### src/rtl/disp_pkg.sv
package disp_pkg;
    localparam int SLOTS   = 3;
    localparam int WIN     = 2;
    localparam int WSLOTS  = SLOTS * WIN;
    localparam int SIDX_W  = $clog2(WSLOTS);
    localparam int CNT_W   = $clog2(WIN + 1);
    localparam int ICNT_W  = $clog2(WSLOTS + 1);
    localparam int N_M     = 2;
    localparam int N_I     = 2;
    localparam int N_F     = 2;
    localparam int N_B     = 3;
    localparam int I_BASE  = N_M;
    localparam int F_BASE  = I_BASE + N_I;
    localparam int B_BASE  = F_BASE + N_F;
    localparam int NPORT   = B_BASE + N_B;

    typedef enum logic [1:0] {UC_MEM = 2'd0, UC_INT = 2'd1, UC_FLT = 2'd2, UC_BR = 2'd3} ucls_e;

    typedef struct packed {
        logic [2:0]       tmpl;
        logic [1:0]       stop;
        logic [SLOTS-1:0] alu;
        logic [SLOTS-1:0] i0only;
    } bundle_t;

    localparam int BW = $bits(bundle_t);

    // per template: slot2,slot1,slot0 classes, two bits each
    localparam logic [7:0][5:0] TMPL_TAB = {
        6'b111000, 6'b111111, 6'b111100, 6'b110100,
        6'b100000, 6'b011000, 6'b010000, 6'b010100
    };

    function automatic ucls_e slot_class(input logic [2:0] t, input int k);
        return ucls_e'(TMPL_TAB[t][k*2 +: 2]);
    endfunction

    function automatic ucls_e port_class(input int p);
        if (p < I_BASE) return UC_MEM;
        if (p < F_BASE) return UC_INT;
        if (p < B_BASE) return UC_FLT;
        return UC_BR;
    endfunction

    function automatic int first_free(input logic [NPORT-1:0] busy, input ucls_e c);
        int r = -1;
        for (int p = NPORT - 1; p >= 0; p--)
            if (port_class(p) == c && !busy[p]) r = p;
        return r;
    endfunction
endpackage

### src/rtl/disp_tmpl_decode.sv
module disp_tmpl_decode
    import disp_pkg::*;
(
    input  logic [2:0]              tmpl,
    output ucls_e [SLOTS-1:0]       cls
);
    always_comb begin
        for (int k = 0; k < SLOTS; k++) cls[k] = slot_class(tmpl, k);
    end
endmodule

### src/rtl/disp_alloc.sv
module disp_alloc
    import disp_pkg::*;
(
    input  ucls_e [WSLOTS-1:0]                 cls,
    input  logic  [WSLOTS-1:0]                 live,
    input  logic  [WSLOTS-1:0]                 pend,
    input  logic  [WSLOTS-1:0]                 stop_after,
    input  logic  [WSLOTS-1:0]                 alu,
    input  logic  [WSLOTS-1:0]                 i0only,
    output logic  [WSLOTS-1:0]                 issued,
    output logic  [NPORT-1:0]                  port_vld,
    output logic  [NPORT-1:0][SIDX_W-1:0]      port_slot
);
    always_comb begin
        logic [NPORT-1:0] busy;
        logic             halt;
        int               pick;
        busy      = '0;
        halt      = 1'b0;
        issued    = '0;
        port_slot = '0;
        for (int s = 0; s < WSLOTS; s++) begin
            pick = -1;
            if (!halt) begin
                if (!live[s]) begin
                    halt = 1'b1;
                end else if (pend[s]) begin
                    if (cls[s] == UC_INT && i0only[s]) begin
                        if (!busy[I_BASE]) pick = I_BASE;
                    end else begin
                        pick = first_free(busy, cls[s]);
                        if (pick < 0 && alu[s] && cls[s] == UC_MEM) pick = first_free(busy, UC_INT);
                        if (pick < 0 && alu[s] && cls[s] == UC_INT) pick = first_free(busy, UC_MEM);
                    end
                    if (pick < 0) begin
                        halt = 1'b1;
                    end else begin
                        busy[pick]      = 1'b1;
                        port_slot[pick] = SIDX_W'(s);
                        issued[s]       = 1'b1;
                        if (stop_after[s]) halt = 1'b1;
                    end
                end
            end
        end
        port_vld = busy;
    end
endmodule

### src/rtl/disp_window.sv
module disp_window
    import disp_pkg::*;
(
    input  logic                          clk,
    input  logic                          rst,
    input  logic [WSLOTS-1:0]             issued,
    input  logic [WIN-1:0]                in_valid,
    input  bundle_t [WIN-1:0]             in_b,
    output bundle_t [WIN-1:0]             wb,
    output logic [WIN-1:0]                wv,
    output logic [WIN-1:0][SLOTS-1:0]     wd,
    output logic [CNT_W-1:0]              take,
    output logic [CNT_W-1:0]              retire
);
    bundle_t [WIN-1:0]            nb;
    logic [WIN-1:0]               nv;
    logic [WIN-1:0][SLOTS-1:0]    nd;

    always_comb begin
        logic [SLOTS-1:0] dn;
        int kept, ret, avail, tk;
        nb = wb; nv = '0; nd = '0;
        kept = 0; ret = 0; avail = 0;
        for (int i = 0; i < WIN; i++) begin
            dn = wd[i] | issued[i*SLOTS +: SLOTS];
            if (wv[i] && &dn) begin
                ret++;
            end else if (wv[i]) begin
                nb[kept] = wb[i];
                nd[kept] = dn;
                nv[kept] = 1'b1;
                kept++;
            end
        end
        for (int i = 0; i < WIN; i++)
            if (in_valid[i] && avail == i) avail++;
        tk = (WIN - kept < avail) ? WIN - kept : avail;
        if (rst) tk = 0;
        for (int i = 0; i < WIN; i++) begin
            if (i >= kept && i - kept < tk) begin
                nb[i] = in_b[i - kept];
                nd[i] = '0;
                nv[i] = 1'b1;
            end
        end
        take   = CNT_W'(tk);
        retire = CNT_W'(ret);
    end

    always_ff @(posedge clk) begin
        if (rst) begin
            wb <= '0;
            wv <= '0;
            wd <= '0;
        end else begin
            wb <= nb;
            wv <= nv;
            wd <= nd;
        end
    end
endmodule

### src/rtl/bundle_disperse.sv
module bundle_disperse
    import disp_pkg::*;
(
    input  logic                        clk,
    input  logic                        rst,
    input  logic [WIN-1:0]              in_valid,
    input  logic [BW-1:0]               in_bundle0,
    input  logic [BW-1:0]               in_bundle1,
    output logic [CNT_W-1:0]            fetch_take,
    output logic [NPORT-1:0]            port_vld,
    output logic [NPORT*SIDX_W-1:0]     port_slot,
    output logic [ICNT_W-1:0]           issue_cnt,
    output logic [CNT_W-1:0]            retire_cnt
);
    bundle_t [WIN-1:0]               wb;
    bundle_t [WIN-1:0]               in_b;
    logic    [WIN-1:0]               wv;
    logic    [WIN-1:0][SLOTS-1:0]    wd;
    ucls_e   [WSLOTS-1:0]            cls;
    logic    [WSLOTS-1:0]            live, pend, stop_after, alu, i0only, issued;
    logic    [NPORT-1:0][SIDX_W-1:0] pslot;

    assign in_b[0] = bundle_t'(in_bundle0);
    assign in_b[1] = bundle_t'(in_bundle1);

    for (genvar b = 0; b < WIN; b++) begin : g_bundle
        disp_tmpl_decode u_dec (
            .tmpl (wb[b].tmpl),
            .cls  (cls[b*SLOTS +: SLOTS])
        );
        for (genvar k = 0; k < SLOTS; k++) begin : g_slot
            assign live[b*SLOTS+k]       = wv[b];
            assign pend[b*SLOTS+k]       = wv[b] & ~wd[b][k];
            assign stop_after[b*SLOTS+k] = (wb[b].stop == 2'(k + 1));
            assign alu[b*SLOTS+k]        = wb[b].alu[k];
            assign i0only[b*SLOTS+k]     = wb[b].i0only[k];
        end
    end

    disp_alloc u_alloc (
        .cls        (cls),
        .live       (live),
        .pend       (pend),
        .stop_after (stop_after),
        .alu        (alu),
        .i0only     (i0only),
        .issued     (issued),
        .port_vld   (port_vld),
        .port_slot  (pslot)
    );

    disp_window u_win (
        .clk      (clk),
        .rst      (rst),
        .issued   (issued),
        .in_valid (in_valid),
        .in_b     (in_b),
        .wb       (wb),
        .wv       (wv),
        .wd       (wd),
        .take     (fetch_take),
        .retire   (retire_cnt)
    );

    for (genvar p = 0; p < NPORT; p++) begin : g_pslot
        assign port_slot[p*SIDX_W +: SIDX_W] = pslot[p];
    end

    assign issue_cnt = ICNT_W'($countones(issued));
endmodule

### config.mk
export PLATFORM = sky130hd
export DESIGN_NAME = bundle_disperse
export DESIGN_NICKNAME = d
export VERILOG_FILES = /design/src/rtl/disp_pkg.sv /design/src/rtl/disp_tmpl_decode.sv /design/src/rtl/disp_alloc.sv /design/src/rtl/disp_window.sv /design/src/rtl/bundle_disperse.sv
export SDC_FILE = /design/constraint.sdc
export NUM_CORES = 1
export LEC_CHECK = 0
export BUFFER_PORTS_ARGS = -buffer_cell sky130_fd_sc_hd__buf_2
export CELL_PAD_IN_SITES_DETAIL_PLACEMENT = 1
export CELL_PAD_IN_SITES_GLOBAL_PLACEMENT = 2
export CORE_UTILIZATION = 30
export DETAILED_ROUTE_END_ITERATION = 8
export GPL_TIMING_DRIVEN = 1
export PLACE_DENSITY = 0.78
export SKIP_CTS_REPAIR_TIMING = 1
export SYNTH_ARGS = -nofsm -noshare
export SYNTH_HDL_FRONTEND = slang
export SYNTH_HIERARCHICAL = 1
export SYNTH_SLANG_ARGS = --single-unit
### constraint.sdc
create_clock -name clk -period 8.7 [get_ports clk]
set_input_delay 0.87 -clock clk [delete_from_list [all_inputs] [get_ports clk]]
set_output_delay 0.87 -clock clk [all_outputs]
set_load 0.005 [all_outputs]
==> results.yml, run 1 <==
run_status:
  status: "finished clean"
critical_path:
  arrival_ns: 8.65
  critPathMaxFanout: 7
  max_stage_delay_ns: 0.48
  end_kind: "register"
  startpoint_type: "register"
  path_common_cell: "buf_4"
  cpLargestDelayFamily: "compound AO/OA/AOI/OAI gates"
  path_buf_inv: 7
  slowest_stage: "a221o_1"
  cp.required_ns: 8.86
  worstSetupPathType: "register to register"
  r2r_slack_ns: 0.22
finish:
  areaGrowthSynthToFinish_pct: 43.33
  layout-drive-gt1-share: 0.4232
  n_fill_cell: 1777
  finish.instance_area_um2: 6523
  final_util: 0.4454
  instances_no_fill: 959
  diodes: 0
  layout.nets: 816
  multiInputGateArea_um2: 4332
  regArea_um2: 550.5
detailed_routing:
  first_pass_iters: 5
  dr_total_vias: 5797
  wl_per_cell_um: 22.14
  drc: 0
  antenna_left: 0
  drt_iter0_markers: 500
  drt-vias-per-instance: 6.045
  wirelength_mm: 21.24
global_routing:
  first_global_vias: 5628
  grt_overflow: 0
  grt_max_degree: 32
  antenna_found_initial: 0
  grt_pass1_wl_mm: 30.67
  grt.total_usage: 0.2430
power_and_ir_drop:
  leakage_nw: 2.703
  p_comb_frac: 0.796
  power_switching_uw: 851.3
  seqPwrFrac: 0.140
  vdd_ir_drop_max_v: 0.0001947
  swShare: 0.5115
  p_clk_frac: 0.064
  intPower_uw: 813.1
  power_density_nw_per_um2: 255.2
die:
  io_pins: 69
  start_util: 0.3107
  die_w_um: 125.2
  core-area_um2: 14640
  dieArea_um2: 15670
  num_rows: 44
  die_h_um: 125.2
place:
  gp_congestion: 0.9600
  dpl_cell_area_um2: 5550
  hpwl_mm: 16.35
  placement.io_buffers: 68
  place_inst: 921
worst_hold_path:
  hold_path_class: "register to register"
logic_synthesis:
  yosys_warnings: 6
  syn_area_um2: 4551
  syn_nets: 659
  syn_area_per_cell_um2: 7.352
  synth_cells: 619
sta:
  fin_crit_sh: 0.9753
  worst_slew_pin_slew_ns: 0.7344
  fin_crit_ns: 8.485
  setup_violations: 0
  skew_ns: 0.002455
  hold_viol_final: 0
  tns_ns: 0
  slew_headroom: 0.5086
  timing.fmax_mhz: 117.9
  slew_viol_final: 0
clock_tree:
  cts_root_buf: "clkbuf_16"
  numCtsBuffers: 3
  clk_path_buf_depth: 2
  clkSinkCount: 27
  cts.clk_slew.worst_paths_ns: 0.07
  htree_levels: 1
  cts_tree: "built"
  clock_insertion_delay_worst_skew_ns: 0.26
flow_run:
  maxCapViolCount: 0
[registers in the layout (all words and copies together), names as in the netlist]
register,flops
u_win/wv,2
u_win/wd,6
u_win/wb,19
[through the flow]
stage | worst slack [ns] | power, mW | hold slack (ns)
detailed placement | -0.2796 | 1.259 | 0.5226
floorplan | 0.1116 | 0.9712 | 0.4770
global placement | -0.04065 | 1.215 | 0.5165
finish | 0.2153 | 1.664 | 0.5550
CTS | -0.3271 | 1.368 | 0.5319
global route | -0.1967 | 1.765 | 0.5826
[placed cells by master (no fill, tap or decap), types with 5 or more instances in the layout]
cell type / n
a211oi_2: 16
and2_1: 5
o211ai_1: 7
nand3_2: 5
nor3_1: 9
ha_1: 9
buf_2: 68
o21ai_0: 21
a211oi_1: 18
nand4_1: 7
nor2_2: 5
nor2b_1: 21
dfxtp_1: 23
mux2i_1: 20
nand2_1: 67
o31ai_1: 13
or3_1: 7
a21oi_1: 18
nand3_1: 16
a31oi_1: 10
clkbuf_16: 5
nor2_1: 63
a21o_1: 5
buf_4: 106
inv_1: 21
nand2b_1: 12
o21ai_1: 8
o21a_1: 5
[layout make-up]
class | instances | area share
multi-input combinational | 542 | 0.6641
timing repair buffer | 180 | 0.1914
sequential | 27 | 0.08440
inverter | 22 | 0.01266
tap | 184 | 0.03530
clock buffer | 4 | 0.01209
[final timing paths]
check | startpoint | to | cells past startpoint
setup / recovery | u_win/wb[9]$_SDFFE_PP0P_ | u_win/wb[17]$_SDFFE_PP0P_ | 39
hold / removal | u_win/wv[0]$_SDFF_PP0_ | u_win/wd[0]$_SDFF_PP0_ | 1
setup reg to reg | u_win/wb[9]$_SDFFE_PP0P_ | u_win/wb[17]$_SDFFE_PP0P_ | 39
hold reg to reg | u_win/wv[0]$_SDFF_PP0_ | u_win/wd[0]$_SDFF_PP0_ | 1
[power by group through the flow]
stage	Combinational [mW]	Clock [mW]	Sequential [mW]
3_3_place_gp	0.988	0	0.227
3_5_place_dp	1.03	0	0.228
6_report	1.32	0.106	0.233
4_1_cts	1.04	0.106	0.226
5_1_grt	1.42	0.112	0.237
2_1_floorplan	0.769	0	0.202
[layer usage]
| metal | GRT usage | part of all wire | up-vias |
|---|---|---|---|
| li1 | - | - | 2681 |
| met1 | 0.3328 | 0.46 | 2912 |
| met2 | 0.4105 | 0.48 | 174 |
| met3 | 0.01926 | 0.042 | 30 |
| met4 | 0.06169 | 0.022 | 0 |
| met5 | 0 | 0 | - |
No activity file was read; power rests on OpenSTA's default activity.
==> run 2: changes to the inputs <==
--- a/config.mk
+++ b/config.mk
@@ -6,14 +6,14 @@
 export NUM_CORES = 1
 export LEC_CHECK = 0
 export BUFFER_PORTS_ARGS = -buffer_cell sky130_fd_sc_hd__buf_2
-export CELL_PAD_IN_SITES_DETAIL_PLACEMENT = 1
-export CELL_PAD_IN_SITES_GLOBAL_PLACEMENT = 2
+export CELL_PAD_IN_SITES_DETAIL_PLACEMENT = 0
+export CELL_PAD_IN_SITES_GLOBAL_PLACEMENT = 1
 export CORE_UTILIZATION = 30
+export CTS_CLUSTER_DIAMETER = 60
 export DETAILED_ROUTE_END_ITERATION = 8
 export GPL_TIMING_DRIVEN = 1
-export PLACE_DENSITY = 0.78
+export PLACE_DENSITY = 0.65
 export SKIP_CTS_REPAIR_TIMING = 1
 export SYNTH_ARGS = -nofsm -noshare
 export SYNTH_HDL_FRONTEND = slang
-export SYNTH_HIERARCHICAL = 1
 export SYNTH_SLANG_ARGS = --single-unit
==> run 2 against run 1 <==
Critical path type unchanged. Sequential power grew 24%. Clock skew grew 0.0012 ns. Largest cell class unchanged. Clock-buffer cell count grew 2. Total power shrank 8.6%. Sequential share of layout area grew 6.1 points. Worst hold slack lost 0.051 ns. Synthesized area shrank 8.3%. Critical endpoint is now g_bundle[0].u_dec.cls[4]$_SDFF_PP1_. Core utilization shrank 8.5 points. Combinational power shrank 20%. Sequential cell count grew 8. Clock power grew 64%. Final cell count shrank 19%.
==> results.yml, run 2 <==
run_status:
  status: "finished clean"
sta:
  skew_ns: 0.003639
  tns_ns: 0
  rsz0062_at_grt: "no"
  worst_slew_pin_slew_ns: 0.9914
  hold_viol_final: 0
  fin_crit_ns: 7.968
  setup_violations: 0
  timing.fmax_mhz: 125.5
  slew_viol_final: 0
  fin_crit_sh: 0.9159
  slew_headroom: 0.3391
die:
  die_w_um: 119.9
  die_h_um: 119.9
  io_pins: 69
  start_util: 0.3113
  dieArea_um2: 14380
  num_rows: 42
  core-area_um2: 13400
finish:
  areaGrowthSynthToFinish_pct: 15.66
  layout_common_cells: "buf_2, nor2_1, nand2_1, dfxtp_1, inv_1"
  largest_register: "u_win.wb"
  final_common_cell: "buf_2"
  largest_reg_flops: 17
  layout.nets: 644
  layout-drive-gt1-share: 0.2222
  diodes: 0
  n_fill_cell: 1493
critical_path:
  slowest_stage: "dfxtp_1"
  arrival_ns: 8.12
  max_stage_delay_ns: 0.63
  path_buf_inv: 1
  worstRegToRegCells: 28
  r2r_start: "u_win.wv[0]$_SDFF_PP0_"
  worstSetupPathType: "register to register"
  cpLargestDelayFamily: "compound AO/OA/AOI/OAI gates"
  cp.depth: 28
  end_kind: "register"
  cp.required_ns: 8.85
  critPathMaxFanout: 15
  critPathLaunch: "u_win.wv[0]$_SDFF_PP0_"
  startpoint_type: "register"
power_and_ir_drop:
  power_switching_uw: 787.1
  vdd_ir_drop_max_v: 0.0002082
  p_clk_frac: 0.115
  p_comb_frac: 0.696
  seqPwrFrac: 0.189
  swShare: 0.5174
  power_density_nw_per_um2: 315.3
  leakage_nw: 2.097
  intPower_uw: 734.0
  power_mw: 1.521
clock_tree:
  numCtsBuffers: 5
  htree_levels: 2
  cts.clk_slew.worst_paths_ns: 0.05
  cts_tree: "built"
  cts_root_buf: "clkbuf_16"
  clock_insertion_delay_worst_skew_ns: 0.27
  clk_path_buf_depth: 2
  clkSinkCount: 35
place:
  gp_congestion: 0.9107
  placement.io_buffers: 66
  hpwl_mm: 11.28
detailed_routing:
  antenna_left: 0
  drc: 0
  wl_per_cell_um: 17.65
  dr_total_vias: 4351
  wirelength_mm: 13.75
  first_pass_iters: 4
  drt-vias-per-instance: 5.585
  drt_iter0_markers: 270
worst_hold_path:
  hold_path_class: "register to register"
  hp-start: "u_win.wb[16]$_SDFFE_PP0P_"
  whs_path_depth: 2
logic_synthesis:
  yosysTopAreaCellShare: 0.1680
  yosys.cell_types.count: 98
  ys_top_cells_by_area: "dfxtp_1, nor2_1, mux2i_1, nand2_1, a211oi_1"
  synth.most_common_cell: "nor2_1"
  yosys_warnings: 0
  yosysTopAreaCell: "dfxtp_1"
  ys.flop_type: "dfxtp_1"
  synth_cells: 544
  synth_common_cells: "nor2_1, nand2_1, dfxtp_1, inv_1, a21oi_1"
  synth_seq_area_share: 0.1680
  async_flop_share: 0
  syn_area_um2: 4172
  synth_edf_count: 0
  synth_seq_cells: 35
  syn_area_per_cell_um2: 7.668
  syn_nets: 585
global_routing:
  grt.total_usage: 0.1919
  first_global_vias: 4162
  grt_overflow: 0
  grt_pass1_wl_mm: 22.05
  grt_max_degree: 32
  antenna_found_initial: 0
flow_run:
  maxCapViolCount: 0
==> run 2: cells by family after synthesis <==
kind of cell               count (synthesis)  synth area share
DFF                                       35            0.1680
and+or+nand+nor                          240            0.3167
muxes                                     29           0.07738
AOI/OAI and AO/OA                        169            0.3314
buffers and inverters                     54           0.05129
adders and majority gates                 17           0.05519
==> run 2: power by group through the flow <==
| stage | clock network, mW | registers [mW] | logic [mW] |
|---|---|---|---|
| final | 0.174 | 0.288 | 1.06 |
| after CTS | 0.177 | 0.287 | 1.06 |
| after global routing | 0.182 | 0.297 | 1.18 |
| after global placement | 0 | 0.290 | 1.04 |
| after floorplan | 0 | 0.242 | 0.836 |
| after detailed placement | 0 | 0.290 | 1.05 |
==> run 2: final timing paths <==
kind,slack [ns],to
max,0.73,g_bundle[0].u_dec.cls[4]$_SDFF_PP1_
max reg2reg,0.73,g_bundle[0].u_dec.cls[4]$_SDFF_PP1_
min,0.50,u_win.wb[16]$_SDFFE_PP0P_
min reg2reg,0.50,u_win.wb[16]$_SDFFE_PP0P_
==> run 2: metal layers <==
metal  share of wire  GRT usage  vias to the layer above  routed length [um]
met1            0.49     0.2693                     2041                6698
met5               0          0                        -                   0
met4          0.0087    0.03203                        0                 119
met3           0.046    0.01521                       12                 631
met2            0.46     0.3222                      129                6299
li1                -          -                     2169                   -
==> run 2: metrics by stage <==
stage	instances	worst slack (ns)	util	area [um2]	hold WS, ns
6_report	779	0.7317	0.3600	4825	0.5041
3_5_place_dp	772	0.8149	0.3493	4681	0.5029
4_1_cts	779	0.7743	0.3600	4825	0.5102
2_1_floorplan	544	1.838	-	4172	0.4781
5_1_grt	779	0.1467	0.3600	4825	0.5589
3_3_place_gp	772	0.8746	0.3493	4681	0.4920
==> run 2: tightest hold or removal path, stage by stage, from the launching register on <==
cell      delay [ns]
dfxtp_1         0.31
nor2_1          0.10
a211oi_1        0.05
==> run 2: area by class of cell <==
cell class,count,area [um2],share of cell area
timing repair buffer,72,375.4,0.07780
sequential,35,700.7,0.1452
inverter,34,127.6,0.02645
clock buffer,6,138.9,0.02879
tap,176,220.2,0.04564
clock inverter,1,5.005,0.001037
multi-input combinational,455,3257,0.6751
==> run 3: changes to the inputs <==
--- a/config.mk
+++ b/config.mk
@@ -12,8 +12,9 @@
 export CTS_CLUSTER_DIAMETER = 60
 export DETAILED_ROUTE_END_ITERATION = 8
 export GPL_TIMING_DRIVEN = 1
-export PLACE_DENSITY = 0.65
+export PLACE_DENSITY = 0.64
 export SKIP_CTS_REPAIR_TIMING = 1
 export SYNTH_ARGS = -nofsm -noshare
 export SYNTH_HDL_FRONTEND = slang
+export SYNTH_HIERARCHICAL = 1
 export SYNTH_SLANG_ARGS = --single-unit
==> run 3 against run 2 <==
Final cell count is 23% higher. Routed wire length is 32% higher. Clock-buffer cell count decreased by 3. Fmax is 5.3% lower. Die area is 8.9% higher. Critical path depth increased by 8. Worst hold slack better by 0.037 ns. Register-to-register slack got worse by 0.45 ns. Total power decreased by 3.8%. Worst setup slack got worse by 0.45 ns.
==> results.yml, run 3 (synthesized netlist as in run 1, its figures left out) <==
global_routing:
  grt.total_usage: 0.2170
  first_global_vias: 5198
  grt_overflow: 0
  grt_pass1_wl_mm: 27.54
  antenna_found_initial: 0
  grt_max_degree: 32
power_and_ir_drop:
  leakage_nw: 2.648
  p_comb_frac: 0.774
  intPower_uw: 719.2
  power_density_nw_per_um2: 235.7
  p_clk_frac: 0.071
  seqPwrFrac: 0.154
  power_switching_uw: 744.4
  vdd_ir_drop_max_v: 0.0002001
  swShare: 0.5086
die:
  die_h_um: 125.2
  num_rows: 44
  start_util: 0.3107
  io_pins: 69
  die_w_um: 125.2
  dieArea_um2: 15670
  core-area_um2: 14640
critical_path:
  arrival_ns: 8.53
  slowest_stage: "mux4_2"
  critPathMaxFanout: 12
  max_stage_delay_ns: 0.53
  startpoint_type: "register"
  worstSetupPathType: "register to register"
  r2r_slack_ns: 0.29
  end_kind: "register"
  cpLargestDelayFamily: "compound AO/OA/AOI/OAI gates"
  cp.required_ns: 8.81
  path_buf_inv: 5
detailed_routing:
  drt-vias-per-instance: 5.880
  dr_total_vias: 5639
  first_pass_iters: 7
  antenna_left: 0
  drt_iter0_markers: 484
  drc: 0
  wirelength_mm: 18.17
  wl_per_cell_um: 18.94
place:
  place_ws_ns: -0.2851
  placement.io_buffers: 68
  gp_congestion: 0.9434
  hpwl_mm: 14.60
finish:
  largest_reg_flops: 19
  layout-drive-gt1-share: 0.3819
  layout_common_cells: "buf_4, nand2_1, buf_2, nor2_1"
  multiInputGateArea_um2: 4050
  areaGrowthSynthToFinish_pct: 36.46
  n_fill_cell: 1534
  final_util: 0.4240
  largest_register: "u_win/wb"
  regArea_um2: 548.0
  largestRegisters: "u_win/wb x19, u_win/wd x6, u_win/wv x2"
  final_common_cell: "buf_4"
  layout.nets: 816
  diodes: 0
clock_tree:
  clock_insertion_delay_worst_skew_ns: 0.26
  htree_levels: 1
  cts_root_buf: "clkbuf_16"
  clk_path_buf_depth: 2
  cts_tree: "built"
  numCtsBuffers: 3
  clkSinkCount: 27
  cts.clk_slew.worst_paths_ns: 0.07
flow_run:
  maxCapViolCount: 0
sta:
  tns_ns: 0
  layout_setup_ws_ns: 0.2857
  timing.fmax_mhz: 118.8
  hold_viol_final: 0
  hold_ws_ns: 0.5410
  slew_viol_final: 0
  slew_headroom: 0.5248
  skew_ns: 0.002855
  worst_slew_pin_slew_ns: 0.7063
  fin_crit_ns: 8.414
  fin_crit_sh: 0.9672
  setup_violations: 0
run_status:
  status: "finished clean"
worst_hold_path:
  hold_path_class: "register to register"
==> run 3: changes by cell type in the layout (fill, tap and decap cells not counted), sizes merged, moves of 8 or more <==
cell / before / now
buf: 72 / 180
nor2b: 5 / 25
nand2: 55 / 70
inv: 34 / 22
nor2: 59 / 70
a211oi: 26 / 36
o21ai: 25 / 35
o31ai: 11 / 21
dfxtp: 35 / 27
==> run 3: per-layer routing <==
layer  up-vias  track usage  share of wire
li1       2679            -              -
met1      2725       0.3105           0.47
met2       202       0.3444           0.46
met3        33      0.02097          0.048
met4         0      0.06026          0.022
met5         -            0              0
==> run 3: cell type report <==
type,count,share of cell area
multi-input cells,541,0.6522
repair buffers,181,0.1963
flip-flops and latches,27,0.08825
well taps,184,0.03707
inverters,22,0.01330
clock buffers,3,0.01209
clock inverters,1,0.0008060
==> run 3: worst paths after layout <==
path                                           startpoint                   endpoint  cells past startpoint
worst max-delay path             u_win/wb[8]$_SDFFE_PP0P_  u_win/wb[13]$_SDFFE_PP0P_                     36
worst min-delay path            u_win/wb[18]$_SDFFE_PP0P_  u_win/wb[18]$_SDFFE_PP0P_                      2
worst max register to register   u_win/wb[8]$_SDFFE_PP0P_  u_win/wb[13]$_SDFFE_PP0P_                     36
worst min register to register  u_win/wb[18]$_SDFFE_PP0P_  u_win/wb[18]$_SDFFE_PP0P_                      2
==> run 3: power by group through the flow <==
stage | registers, mW | logic [mW] | clock network [mW]
2_1_floorplan | 0.202 | 0.769 | 0
3_3_place_gp | 0.226 | 1.01 | 0
3_5_place_dp | 0.227 | 1.02 | 0
4_1_cts | 0.224 | 1.03 | 0.106
5_1_grt | 0.231 | 1.23 | 0.113
6_report | 0.226 | 1.13 | 0.105
==> run 3: per-stage QoR <==
| step | std cells | power (mW) | area, um2 |
|---|---|---|---|
| final | 959 | 1.464 | 6210 |
| after global routing | 959 | 1.575 | 6210 |
| after CTS | 942 | 1.356 | 5758 |
| after detailed placement | 938 | 1.248 | 5678 |
| after global placement | 938 | 1.240 | 5678 |
| after floorplan | 619 | 0.9712 | 4552 |
==> run 3: worst reg2reg max path: cells and delay by family (launching register included) <==
| family | cells | cell delay (ns) |
|---|---|---|
| AO/OA/AOI/OAI | 17 | 3.51 |
| AND/OR/NAND/NOR | 9 | 2.17 |
| multiplexers | 2 | 0.86 |
| flip-flops | 1 | 0.37 |
| buffers and inverters | 5 | 0.58 |
| adder cells (fa/ha/maj) | 3 | 0.77 |
